===== src/rtl/smbr_pkg.sv =====
package smbr_pkg;

    typedef enum logic [2:0] {
        PH_IDLE,
        PH_RX,
        PH_RXACK,
        PH_TX,
        PH_TXACK,
        PH_IGNORE
    } phase_e;

    typedef enum logic [1:0] {
        K_ADDR,
        K_INDEX,
        K_COUNT,
        K_DATA
    } kind_e;

    // Fixed positions decoded by the clock-control neighbours.
    localparam int CTRL_REG   = 0;
    localparam int ENA_REG    = 1;
    localparam int ID_REG     = 4;
    localparam logic [7:0] ID_VALUE = 8'h20;

    localparam int PLL_BIT = 1;
    localparam int BW_BIT  = 2;
    localparam int PD_BIT  = 7;

    // Bit of the enable register that drives output n.
    function automatic int ena_bit(input int n);
        return (n < 2) ? n + 1 : n + 3;
    endfunction

    // Writable bits per register.
    function automatic logic [7:0] wr_mask(input int r);
        case (r)
            CTRL_REG: wr_mask = 8'h86;
            ENA_REG:  wr_mask = 8'h66;
            default:  wr_mask = 8'h00;
        endcase
    endfunction

    function automatic logic [7:0] rst_value(input int r);
        case (r)
            CTRL_REG: rst_value = 8'h06;
            ENA_REG:  rst_value = 8'h66;
            default:  rst_value = 8'h00;
        endcase
    endfunction

endpackage


===== src/rtl/smbr_linesync.sv =====
module smbr_linesync (
    input  logic clk,
    input  logic rst_n,
    input  logic scl_i,
    input  logic sda_i,
    output logic scl_o,
    output logic sda_o,
    output logic start_o,
    output logic stop_o,
    output logic scl_rise_o,
    output logic scl_fall_o
);

    typedef struct packed {
        logic scl_m;
        logic sda_m;
        logic scl_s;
        logic sda_s;
        logic scl_p;
        logic sda_p;
    } sync_t;

    sync_t s_d, s_q;

    always_comb begin
        s_d       = s_q;
        s_d.scl_m = scl_i;
        s_d.sda_m = sda_i;
        s_d.scl_s = s_q.scl_m;
        s_d.sda_s = s_q.sda_m;
        s_d.scl_p = s_q.scl_s;
        s_d.sda_p = s_q.sda_s;
    end

    always_ff @(posedge clk or negedge rst_n) begin
        if (!rst_n) s_q <= '1;
        else        s_q <= s_d;
    end

    assign scl_o      = s_q.scl_s;
    assign sda_o      = s_q.sda_s;
    assign start_o    = s_q.scl_s & s_q.scl_p & s_q.sda_p & ~s_q.sda_s;
    assign stop_o     = s_q.scl_s & s_q.scl_p & ~s_q.sda_p & s_q.sda_s;
    assign scl_rise_o = s_q.scl_s & ~s_q.scl_p;
    assign scl_fall_o = ~s_q.scl_s & s_q.scl_p;

endmodule


===== src/rtl/smbr_regfile.sv =====
module smbr_regfile
    import smbr_pkg::*;
#(
    parameter int NREGS = 8,
    localparam int IDXW = $clog2(NREGS)
) (
    input  logic            clk,
    input  logic            rst_n,
    input  logic            wr_en,
    input  logic [IDXW-1:0] wr_idx,
    input  logic [7:0]      wr_data,
    input  logic [IDXW-1:0] rd_idx,
    output logic [7:0]      rd_data,
    output logic [7:0]      ctrl_o,
    output logic [7:0]      ena_o
);

    logic [7:0] regs_d [NREGS];
    logic [7:0] regs_q [NREGS];

    always_comb begin
        for (int r = 0; r < NREGS; r++) begin
            regs_d[r] = regs_q[r];
            if (wr_en && (int'(wr_idx) == r))
                regs_d[r] = wr_data & wr_mask(r);
        end
    end

    always_ff @(posedge clk or negedge rst_n) begin
        if (!rst_n) begin
            for (int r = 0; r < NREGS; r++) regs_q[r] <= rst_value(r);
        end else begin
            for (int r = 0; r < NREGS; r++) regs_q[r] <= regs_d[r];
        end
    end

    assign rd_data = (int'(rd_idx) == ID_REG) ? ID_VALUE : regs_q[rd_idx];
    assign ctrl_o  = regs_q[CTRL_REG];
    assign ena_o   = regs_q[ENA_REG];

    // control registers only move on a write strobe
    a_r6_hold_without_write: assert property (@(posedge clk) disable iff (!rst_n)
        !wr_en |=> ($stable(regs_q[CTRL_REG]) && $stable(regs_q[ENA_REG])))
        else $error("control register changed without write");

endmodule


===== src/rtl/smbr_xfer.sv =====
module smbr_xfer
    import smbr_pkg::*;
#(
    parameter logic [6:0] ADDR7 = 7'b1101110,
    parameter int NREGS = 8,
    localparam int IDXW = $clog2(NREGS),
    localparam logic [7:0] CNT_BYTE = 8'(NREGS)
) (
    input  logic            clk,
    input  logic            rst_n,
    input  logic            scl_i,
    input  logic            sda_i,
    input  logic            start_i,
    input  logic            stop_i,
    input  logic            scl_rise_i,
    input  logic            scl_fall_i,
    input  logic            lock_i,
    input  logic [7:0]      rd_data_i,
    output logic            wr_en_o,
    output logic [IDXW-1:0] wr_idx_o,
    output logic [7:0]      wr_data_o,
    output logic [IDXW-1:0] rd_idx_o,
    output logic            sda_low_o
);

    typedef struct packed {
        phase_e          phase;
        kind_e           kind;
        logic [3:0]      bitcnt;
        logic [7:0]      sh;
        logic [IDXW-1:0] idx;
        logic [7:0]      rem;
        logic            ack;
        logic            mack;
        logic            rdmode;
    } xfer_t;

    xfer_t st_d, st_q;
    logic  wr_now;
    logic  ok;

    always_comb begin
        st_d   = st_q;
        wr_now = 1'b0;
        ok     = 1'b0;
        if (start_i) begin
            st_d.phase  = PH_RX;
            st_d.kind   = K_ADDR;
            st_d.bitcnt = '0;
            st_d.ack    = 1'b0;
            st_d.mack   = 1'b0;
        end else if (stop_i) begin
            st_d.phase = PH_IDLE;
            st_d.ack   = 1'b0;
            st_d.mack  = 1'b0;
        end else begin
            case (st_q.phase)
                PH_RX: begin
                    if (scl_rise_i && st_q.bitcnt != 4'd8) begin
                        st_d.sh     = {st_q.sh[6:0], sda_i};
                        st_d.bitcnt = st_q.bitcnt + 4'd1;
                    end else if (scl_fall_i && st_q.bitcnt == 4'd8) begin
                        case (st_q.kind)
                            K_ADDR: begin
                                ok          = (st_q.sh[7:1] == ADDR7) && !lock_i;
                                st_d.rdmode = st_q.sh[0];
                                st_d.kind   = K_INDEX;
                            end
                            K_INDEX: begin
                                ok        = !lock_i;
                                st_d.idx  = st_q.sh[IDXW-1:0];
                                st_d.kind = K_COUNT;
                            end
                            K_COUNT: begin
                                ok        = !lock_i && (st_q.sh != 8'd0);
                                st_d.rem  = st_q.sh;
                                st_d.kind = K_DATA;
                            end
                            default: begin
                                ok = !lock_i && (st_q.rem != 8'd0);
                                if (ok) begin
                                    wr_now   = 1'b1;
                                    st_d.idx = st_q.idx + 1'b1;
                                    st_d.rem = st_q.rem - 8'd1;
                                end
                            end
                        endcase
                        st_d.ack   = ok;
                        st_d.phase = PH_RXACK;
                    end
                end
                PH_RXACK: begin
                    if (scl_fall_i) begin
                        st_d.ack    = 1'b0;
                        st_d.bitcnt = '0;
                        if (!st_q.ack) begin
                            st_d.phase = PH_IGNORE;
                        end else if (st_q.rdmode && st_q.kind == K_INDEX) begin
                            st_d.phase = PH_TX;
                            st_d.sh    = CNT_BYTE;
                        end else begin
                            st_d.phase = PH_RX;
                        end
                    end
                end
                PH_TX: begin
                    if (scl_fall_i) begin
                        st_d.sh     = {st_q.sh[6:0], 1'b0};
                        st_d.bitcnt = st_q.bitcnt + 4'd1;
                        if (st_q.bitcnt == 4'd7) begin
                            st_d.phase = PH_TXACK;
                            st_d.mack  = 1'b0;
                        end
                    end
                end
                PH_TXACK: begin
                    if (scl_rise_i) begin
                        st_d.mack = !sda_i && !lock_i;
                    end else if (scl_fall_i) begin
                        if (st_q.mack) begin
                            st_d.phase  = PH_TX;
                            st_d.sh     = rd_data_i;
                            st_d.idx    = st_q.idx + 1'b1;
                            st_d.bitcnt = '0;
                        end else begin
                            st_d.phase = PH_IGNORE;
                        end
                    end
                end
                default: ;
            endcase
        end
    end

    always_ff @(posedge clk or negedge rst_n) begin
        if (!rst_n) begin
            st_q.phase  <= PH_IDLE;
            st_q.kind   <= K_ADDR;
            st_q.bitcnt <= '0;
            st_q.sh     <= '0;
            st_q.idx    <= '0;
            st_q.rem    <= '0;
            st_q.ack    <= 1'b0;
            st_q.mack   <= 1'b0;
            st_q.rdmode <= 1'b0;
        end else begin
            st_q <= st_d;
        end
    end

    assign wr_en_o   = wr_now;
    assign wr_idx_o  = st_q.idx;
    assign wr_data_o = st_q.sh;
    assign rd_idx_o  = st_q.idx;
    assign sda_low_o = ((st_q.phase == PH_TX) && !st_q.sh[7]) ||
                       ((st_q.phase == PH_RXACK) && st_q.ack);

    // the data drive never moves while the clock line stays high
    a_r2_steady_while_scl_high: assert property (@(posedge clk) disable iff (!rst_n)
        (scl_i && $past(scl_i)) |-> $stable(sda_low_o))
        else $error("SDA drive changed with SCL high");

    // a STOP returns the slave to idle with the line released
    a_r9_stop_releases: assert property (@(posedge clk) disable iff (!rst_n)
        stop_i |=> (!sda_low_o && st_q.phase == PH_IDLE))
        else $error("STOP did not release the slave");

    // an address ACK is only given for the device address
    a_r1_ack_only_on_match: assert property (@(posedge clk) disable iff (!rst_n)
        (st_q.phase == PH_RXACK && st_q.kind == K_INDEX && st_q.ack) |->
            (st_q.sh[7:1] == ADDR7))
        else $error("address ACK for a foreign address");

endmodule


===== src/rtl/smbus_ctl_regs.sv =====
module smbus_ctl_regs
    import smbr_pkg::*;
#(
    parameter logic [6:0] DEV_ADDR = 7'b1101110,
    parameter int NREGS   = 8,
    parameter int NUM_OUT = 4,
    localparam int IDXW = $clog2(NREGS)
) (
    input  logic               clk,
    input  logic               rst_n,
    input  logic               pwr_down,
    input  logic               scl_in,
    input  logic               sda_in,
    output logic               sda_pull_low,
    output logic               pll_sel,
    output logic               bw_low,
    output logic               pd_mode,
    output logic [NUM_OUT-1:0] out_en
);

    logic            scl_s, sda_s, start_ev, stop_ev, rise_ev, fall_ev;
    logic            wr_en;
    logic [IDXW-1:0] wr_idx, rd_idx;
    logic [7:0]      wr_data, rd_data, ctrl_r, ena_r;

    smbr_linesync u_sync (
        .clk        (clk),
        .rst_n      (rst_n),
        .scl_i      (scl_in),
        .sda_i      (sda_in),
        .scl_o      (scl_s),
        .sda_o      (sda_s),
        .start_o    (start_ev),
        .stop_o     (stop_ev),
        .scl_rise_o (rise_ev),
        .scl_fall_o (fall_ev)
    );

    smbr_xfer #(.ADDR7(DEV_ADDR), .NREGS(NREGS)) u_xfer (
        .clk        (clk),
        .rst_n      (rst_n),
        .scl_i      (scl_s),
        .sda_i      (sda_s),
        .start_i    (start_ev),
        .stop_i     (stop_ev),
        .scl_rise_i (rise_ev),
        .scl_fall_i (fall_ev),
        .lock_i     (pwr_down),
        .rd_data_i  (rd_data),
        .wr_en_o    (wr_en),
        .wr_idx_o   (wr_idx),
        .wr_data_o  (wr_data),
        .rd_idx_o   (rd_idx),
        .sda_low_o  (sda_pull_low)
    );

    smbr_regfile #(.NREGS(NREGS)) u_regs (
        .clk     (clk),
        .rst_n   (rst_n),
        .wr_en   (wr_en),
        .wr_idx  (wr_idx),
        .wr_data (wr_data),
        .rd_idx  (rd_idx),
        .rd_data (rd_data),
        .ctrl_o  (ctrl_r),
        .ena_o   (ena_r)
    );

    assign pll_sel = ctrl_r[PLL_BIT];
    assign bw_low  = ctrl_r[BW_BIT];
    assign pd_mode = ctrl_r[PD_BIT];

    for (genvar n = 0; n < NUM_OUT; n++) begin : g_ena
        assign out_en[n] = ena_r[ena_bit(n)];
    end

    // with power-down held, the control outputs stay frozen
    a_r8_locked_outputs_hold: assert property (@(posedge clk) disable iff (!rst_n)
        (pwr_down && $past(pwr_down)) |->
            $stable({pll_sel, bw_low, pd_mode, out_en}))
        else $error("control output moved during power-down");

endmodule


===== config.mk =====
export PLATFORM = sky130hd
export DESIGN_NAME = smbus_ctl_regs
export DESIGN_NICKNAME = d
export VERILOG_FILES = /design/src/rtl/smbr_pkg.sv /design/src/rtl/smbr_linesync.sv /design/src/rtl/smbr_regfile.sv /design/src/rtl/smbr_xfer.sv /design/src/rtl/smbus_ctl_regs.sv
export SDC_FILE = /design/constraint.sdc
export NUM_CORES = 1
export LEC_CHECK = 0
export BUFFER_PORTS_ARGS = -buffer_cell sky130_fd_sc_hd__buf_2
export CAP_MARGIN = 20
export CELL_PAD_IN_SITES_DETAIL_PLACEMENT = 0
export CELL_PAD_IN_SITES_GLOBAL_PLACEMENT = 1
export CORE_AREA = 2 2 77 86
export DETAILED_ROUTE_END_ITERATION = 16
export DIE_AREA = 0 0 79 88
export GPL_ROUTABILITY_DRIVEN = 0
export GPL_TIMING_DRIVEN = 0
export PLACE_DENSITY_LB_ADDON = 0.05
export SLEW_MARGIN = 10
export SYNTH_ARGS = -nofsm -noshare
export SYNTH_HDL_FRONTEND = slang
export SYNTH_SLANG_ARGS = --single-unit

===== constraint.sdc =====
create_clock -name clk -period 4.46 [get_ports clk]
set_input_delay 0 -clock clk [delete_from_list [all_inputs] [get_ports clk]]
set_output_delay 0 -clock clk [all_outputs]
set_load 0.005 [all_outputs]

### Word-level counts from Yosys, hierarchy flattened

Index checks and enable logic that the tools add are counted.

| word-level totals | value |
|---|---|
| flip-flop bits (word level) | 101 |
| word-level logic and storage cells | 203 |
| output and inout bits | 8 |

| operators by class | value |
|---|---|
| bitwise logic cells | 24 |
| equality and inequality tests | 45 |
| $lt $le $gt $ge | 1 |
| $add $sub $neg | 3 |
| reductions and logical operators | 47 |
| muxes and demuxes | 60 |

Operators by type and width:

| cell | number |
|---|---|
| 8-bit two-way mux | 14 |
| 8-bit bitwise AND | 8 |
| 12-bit two-way mux | 5 |
| 12-bit one-hot mux with 4 select lines | 1 |
| 15-bit two-way mux | 3 |
| 25-bit two-way mux | 1 |
| 8-bit binary-select mux with 3-bit select | 1 |
| 3-bit two-way mux | 8 |
| 4-bit by 3-bit != test with 1-bit output, second input constant | 6 |
| 1-bit logical AND | 17 |
| 2-bit by 1-bit != test with 1-bit output, second input constant | 8 |
| 8-bit one-hot mux with 2 select lines | 1 |
| 8-bit AND reduction | 2 |
| 4-bit nonzero test | 4 |
| 8-bit nonzero test | 2 |
| 3-bit == test, second input constant | 5 |
| 3-bit by 2-bit != test with 1-bit output, second input constant | 5 |
| 3-bit by 2-bit == test with 1-bit output, second input constant | 4 |
| 4-bit != test, second input constant | 3 |
| 3-bit one-hot mux with 2 select lines | 2 |
| 3-bit one-hot mux with 4 select lines | 1 |
| 1-bit two-way mux | 11 |
| 11-bit two-way mux | 1 |
| 11-bit AND reduction | 1 |
| 36 further kinds | 66 |

### Depth between registers and ports, before layout

| depth | value |
|---|---|
| depth in word-level cells | 12 |
| depth in mapped cells | 8 |
| depth with buffers taken out | 7 |

### Modules after synthesis

Synthesis repeated with hierarchy kept, for this count alone.

| second synthesis, totals | value |
|---|---|
| cells, all modules | 318 |
| area, all modules | 3,056.7 µm² |

Modules (own cells, without submodules):

| module | area an instance (µm²) | cells an instance | sequential area each (µm²) | instances |
|---|---|---|---|---|
| smbr_xfer | 2,397.3 | 268 | 775.7 | 1 |
| smbr_regfile | 466.7 | 40 | 182.7 | 1 |
| smbr_linesync | 192.7 | 10 | 157.7 | 1 |

### Least setup slack after synthesis

OpenSTA, ideal clock, no wires.

| path | value |
|---|---|
| kind | register to register |
| from | register u_xfer.st_q[26] (netlist bit) |
| to | register u_xfer.st_q, in the netlist u_xfer.rd_idx_o[1] |
| data arrival time | 1.760 ns |
| buffers on the path | 1 |
| stages on the path, launching flop included | 8 |
| setup slack | 2.569 ns |
| path through | dfrtp_1 > inv_1 > ha_1 > clkbuf_1 > a2111oi_0 > o22ai_2 > a221oi_1 > a21oi_1 |

| on the way | value |
|---|---|
| cells in the longest elaborated chain, start to end | 6 |
| elaborated cells between the ends (all ways) | 11 |

Ends and longest elaborated chain:

| item | line | source |
|---|---|---|
| from (decl) | smbr_xfer.sv:38 | `xfer_t st_d, st_q;` |
| from (signal assigned) | smbr_xfer.sv:147 | `st_q <= st_d;` |
| 2-bit == test / 2-bit logical NOT (equally long branches) | smbr_xfer.sv:63 | `case (st_q.kind)` |
| 2-bit OR reduction (no source line) | n/a |  |
| 3-bit one-hot mux with 2 select lines | smbr_xfer.sv:63 |  |
| 12-bit two-way mux | smbr_xfer.sv:62 | `end else if (scl_fall_i && st_q.bitcnt == 4'd8) begin` |
| 12-bit two-way mux | smbr_xfer.sv:59 | `if (scl_rise_i && st_q.bitcnt != 4'd8) begin` |
| 3-bit one-hot mux with 2 select lines | smbr_xfer.sv:57 | `case (st_q.phase)` |

Several ways; a longest one is shown, not always the timed one. The select of a mux whose other input is x is not followed.
A chain may end at the register's enable or synchronous reset.

### Worst setup path after layout

Same ends and word-level chain as after synthesis.

==> results.toml <==
[timing]
timing.hold.ws_ns = 0.101
slew_headroom_pct = 48.5
worst_pin_slew_ns = 0.752
rsz0062_at_grt = "no"
min_period_ns = 2.41
max_freq_mhz = 414
skew_ns = 0.00609
slew_viol_final = 0
fin_crit_sh_pct = 54.1
setup_viol = 0
hold_viol_final = 0
finalSetupTns_ns = 0

[grt]
grt_max_degree = 45
first_global_vias = 2138
antenna_found_initial = 0
track_usage_pct = 20.1
grt_pass1_wl_mm = 10.8
grt_overflow = 0

[placed_design]
portBuffers = 12
dp_hpwl_mm = 4.72

[clock_network]
root_buffer = "clkbuf_8"
cts_resized = 0
clk_pin_slew_worst_paths_ns = 0.08
cts.htree.levels = 2
worstSkewPairLatency_ns = 0.29
clkSinkCount = 44
post_cts_buffers = 0
cts_tree = "yes"
cts_buffers = 5
cts_max_path_buffers = 2

[power]
ir_drop_mv = 0.183
p_leak_nw = 1.35
power_density_nw_per_um2 = 417
power.total_mw = 1.24

[floorplan]
fp.coreArea_sq_um = 6080
dieHeight_um = 88
start_util_pct = 43.5
dieArea_sq_um = 6950
die_x_um = 79
num_rows = 30
top_level_ports = 13

[worst_setup_path]
arrival_ns = 2.59
start_kind = "register"
path_delay_family = "compound AO/OA/AOI/OAI gates"
crit_type = "register to register"
path_cells = "inv_1, ha_1, clkbuf_1, a2111oi_0, o22ai_2, a221oi_1, a21oi_1"
cp-end-kind = "register"
crit_fanout = 10
crit_slowest_cell = "a2111oi_0"
cp.required_ns = 4.64
crit_buf_inv = 2
cpPeakStageDelay_ns = 0.75

[synth]
synth_area_per_cell_sq_um = 9.47
synth_warnings = 0
synth_nets = 296
synth_top_area_share_pct = 30.3
synth_top_cells_by_area = "dfrtp_1 (30%), dfstp_2 (12%), ha_1 (5.7%)"
syn_area_sq_um = 2640
yosys.area.top_type = "dfrtp_1"
ys_seq_elements = 44
seq_area_frac_synth_pct = 42.2
synth_ff_type = "dfrtp_1"
synth_edf_count = 0
postSynth.asyncResetShare_pct = 100
synthCells = 279
synth_cell_types = 61

[final_layout]
layout-drive-gt1-share_pct = 19.8
multi_input_comb_area_sq_um = 1410
final_common_cell = "dfrtp_1"
final_cell_mix = "dfrtp_1 (32), o21ai_0 (27), nor2_1 (25), nand2_1 (23), inv_1 (17)"
fill_cells = 612
nets = 319
final-seq-area_sq_um = 1120
area_delta_synth_final_pct = 12.5
diodes = 0

[outcome]
status = "finished clean"

[routing]
drc_errors = 0
ant_nets = 0
viasPerCell = 5.77
wire_per_inst_um = 17.1
drtIter0Drc = 166
wirelength_mm = 6.53
first_pass_iters = 4
vias = 2209

[hold_path]
min_path_type = "input port to register"

[job]
drv_cap = 0
==> cell usage after synthesis, types with 3 or more instances <==
master and count:
nor3_1 8, nand3_1 8, o22a_1 3, o31ai_1 3, inv_1 17, clkbuf_1 7
buf_2 3, nand2b_1 3, a21oi_1 16, nor4_1 3, nand2_1 23, dfrtp_1 32
a22oi_1 3, dfstp_2 12, a31oi_1 3, mux2_2 10, nor2_1 25, o21ai_0 27
nand3b_1 3, ha_1 12, or2_2 4
==> stage by stage <==
stage               instance area [sq um]  worst slack [ns]  std cells  util (%)
floorplan                            2640              2.57        279         -
global placement                     2800              1.97        371      46.1
detailed placement                   2800              1.97        371      46.1
CTS                                  2950              1.97        382      48.6
global route                         2970              1.82        383      48.9
finish                               2970              2.05        383      48.9
==> report_power, final <==
part	switching, mW	internal, mW
logic	0.211	0.137
clock network	0.141	0.183
registers	0.0968	0.470
total	0.449	0.790
==> worst reg2reg max path, delay by kind of cell (launching register included) <==
family | cells | cell delay [ns]
buf+inv | 2 | 0.35
compound gates | 4 | 1.30
fa+ha+maj | 1 | 0.23
flops | 1 | 0.42
==> layout make-up <==
class	count	area share, %
multi-input combinational	207	47.4
sequential	44	37.5
timing repair buffer	16	3.70
tap	80	3.37
clock buffer	6	2.78
inverter	17	2.15
buffer	11	1.77
clock inverter	2	1.30
==> timing repair <==
| action | 4_1_cts | 5_1_grt |
|---|---|---|
| setup endpoints to repair | 0 | 0 |
| hold buffers | 3 | 0 |
| hold endpoints to repair | 34 | 0 |
==> sequential cells by signal (all words and copies together) (netlist names) <==
register          count
u_sync.scl_o          1
u_sync.s_d            2
u_xfer.wr_data_o      8
u_regs.ena_o          4
u_sync.sda_o          1
u_xfer.rd_idx_o       3
u_sync.s_q            2
u_regs.ctrl_o         3
u_xfer.st_q          20
==> final timing paths <==
| check | cells after the start | from | slack [ns] | endpoint |
|---|---|---|---|---|
| max | 7 | u_xfer.st_q[26] | 2.05 | u_xfer.rd_idx_o[1] |
| min | 4 | pwr_down | 0.10 | u_xfer.st_q[1] |
| max reg2reg | 7 | u_xfer.st_q[26] | 2.05 | u_xfer.rd_idx_o[1] |
| min reg2reg | 0 | u_sync.s_d[3] | 0.36 | u_sync.scl_o |
| max in group asynchronous | 3 | rst_n | 3.77 | u_sync.sda_o |
| min in group asynchronous | 2 | rst_n | 0.13 | u_xfer.st_q[5] |
==> cell families (layout without fill, tap and decap cells) <==
| group | count (synthesis) | after routing | share of synthesized area, % |
|---|---|---|---|
| AO/OA/AOI/OAI | 82 | 82 | 20.9 |
| XOR/XNOR | 3 | 3 | 0.994 |
| adder cells (fa/ha/maj) | 12 | 12 | 5.68 |
| buffers and inverters | 28 | 52 | 4.40 |
| flip-flops | 44 | 44 | 42.2 |
| multiplexers | 11 | 11 | 4.64 |
| AND/OR/NAND/NOR | 99 | 99 | 21.2 |
==> metal layers <==
layer	wire length [um]	GRT usage, %
met4	89	4.86
met1	2950	25.3
met3	159	2.99
met5	0	0
met2	3330	36.3
Note: power is estimated with default switching activity, not from simulation.
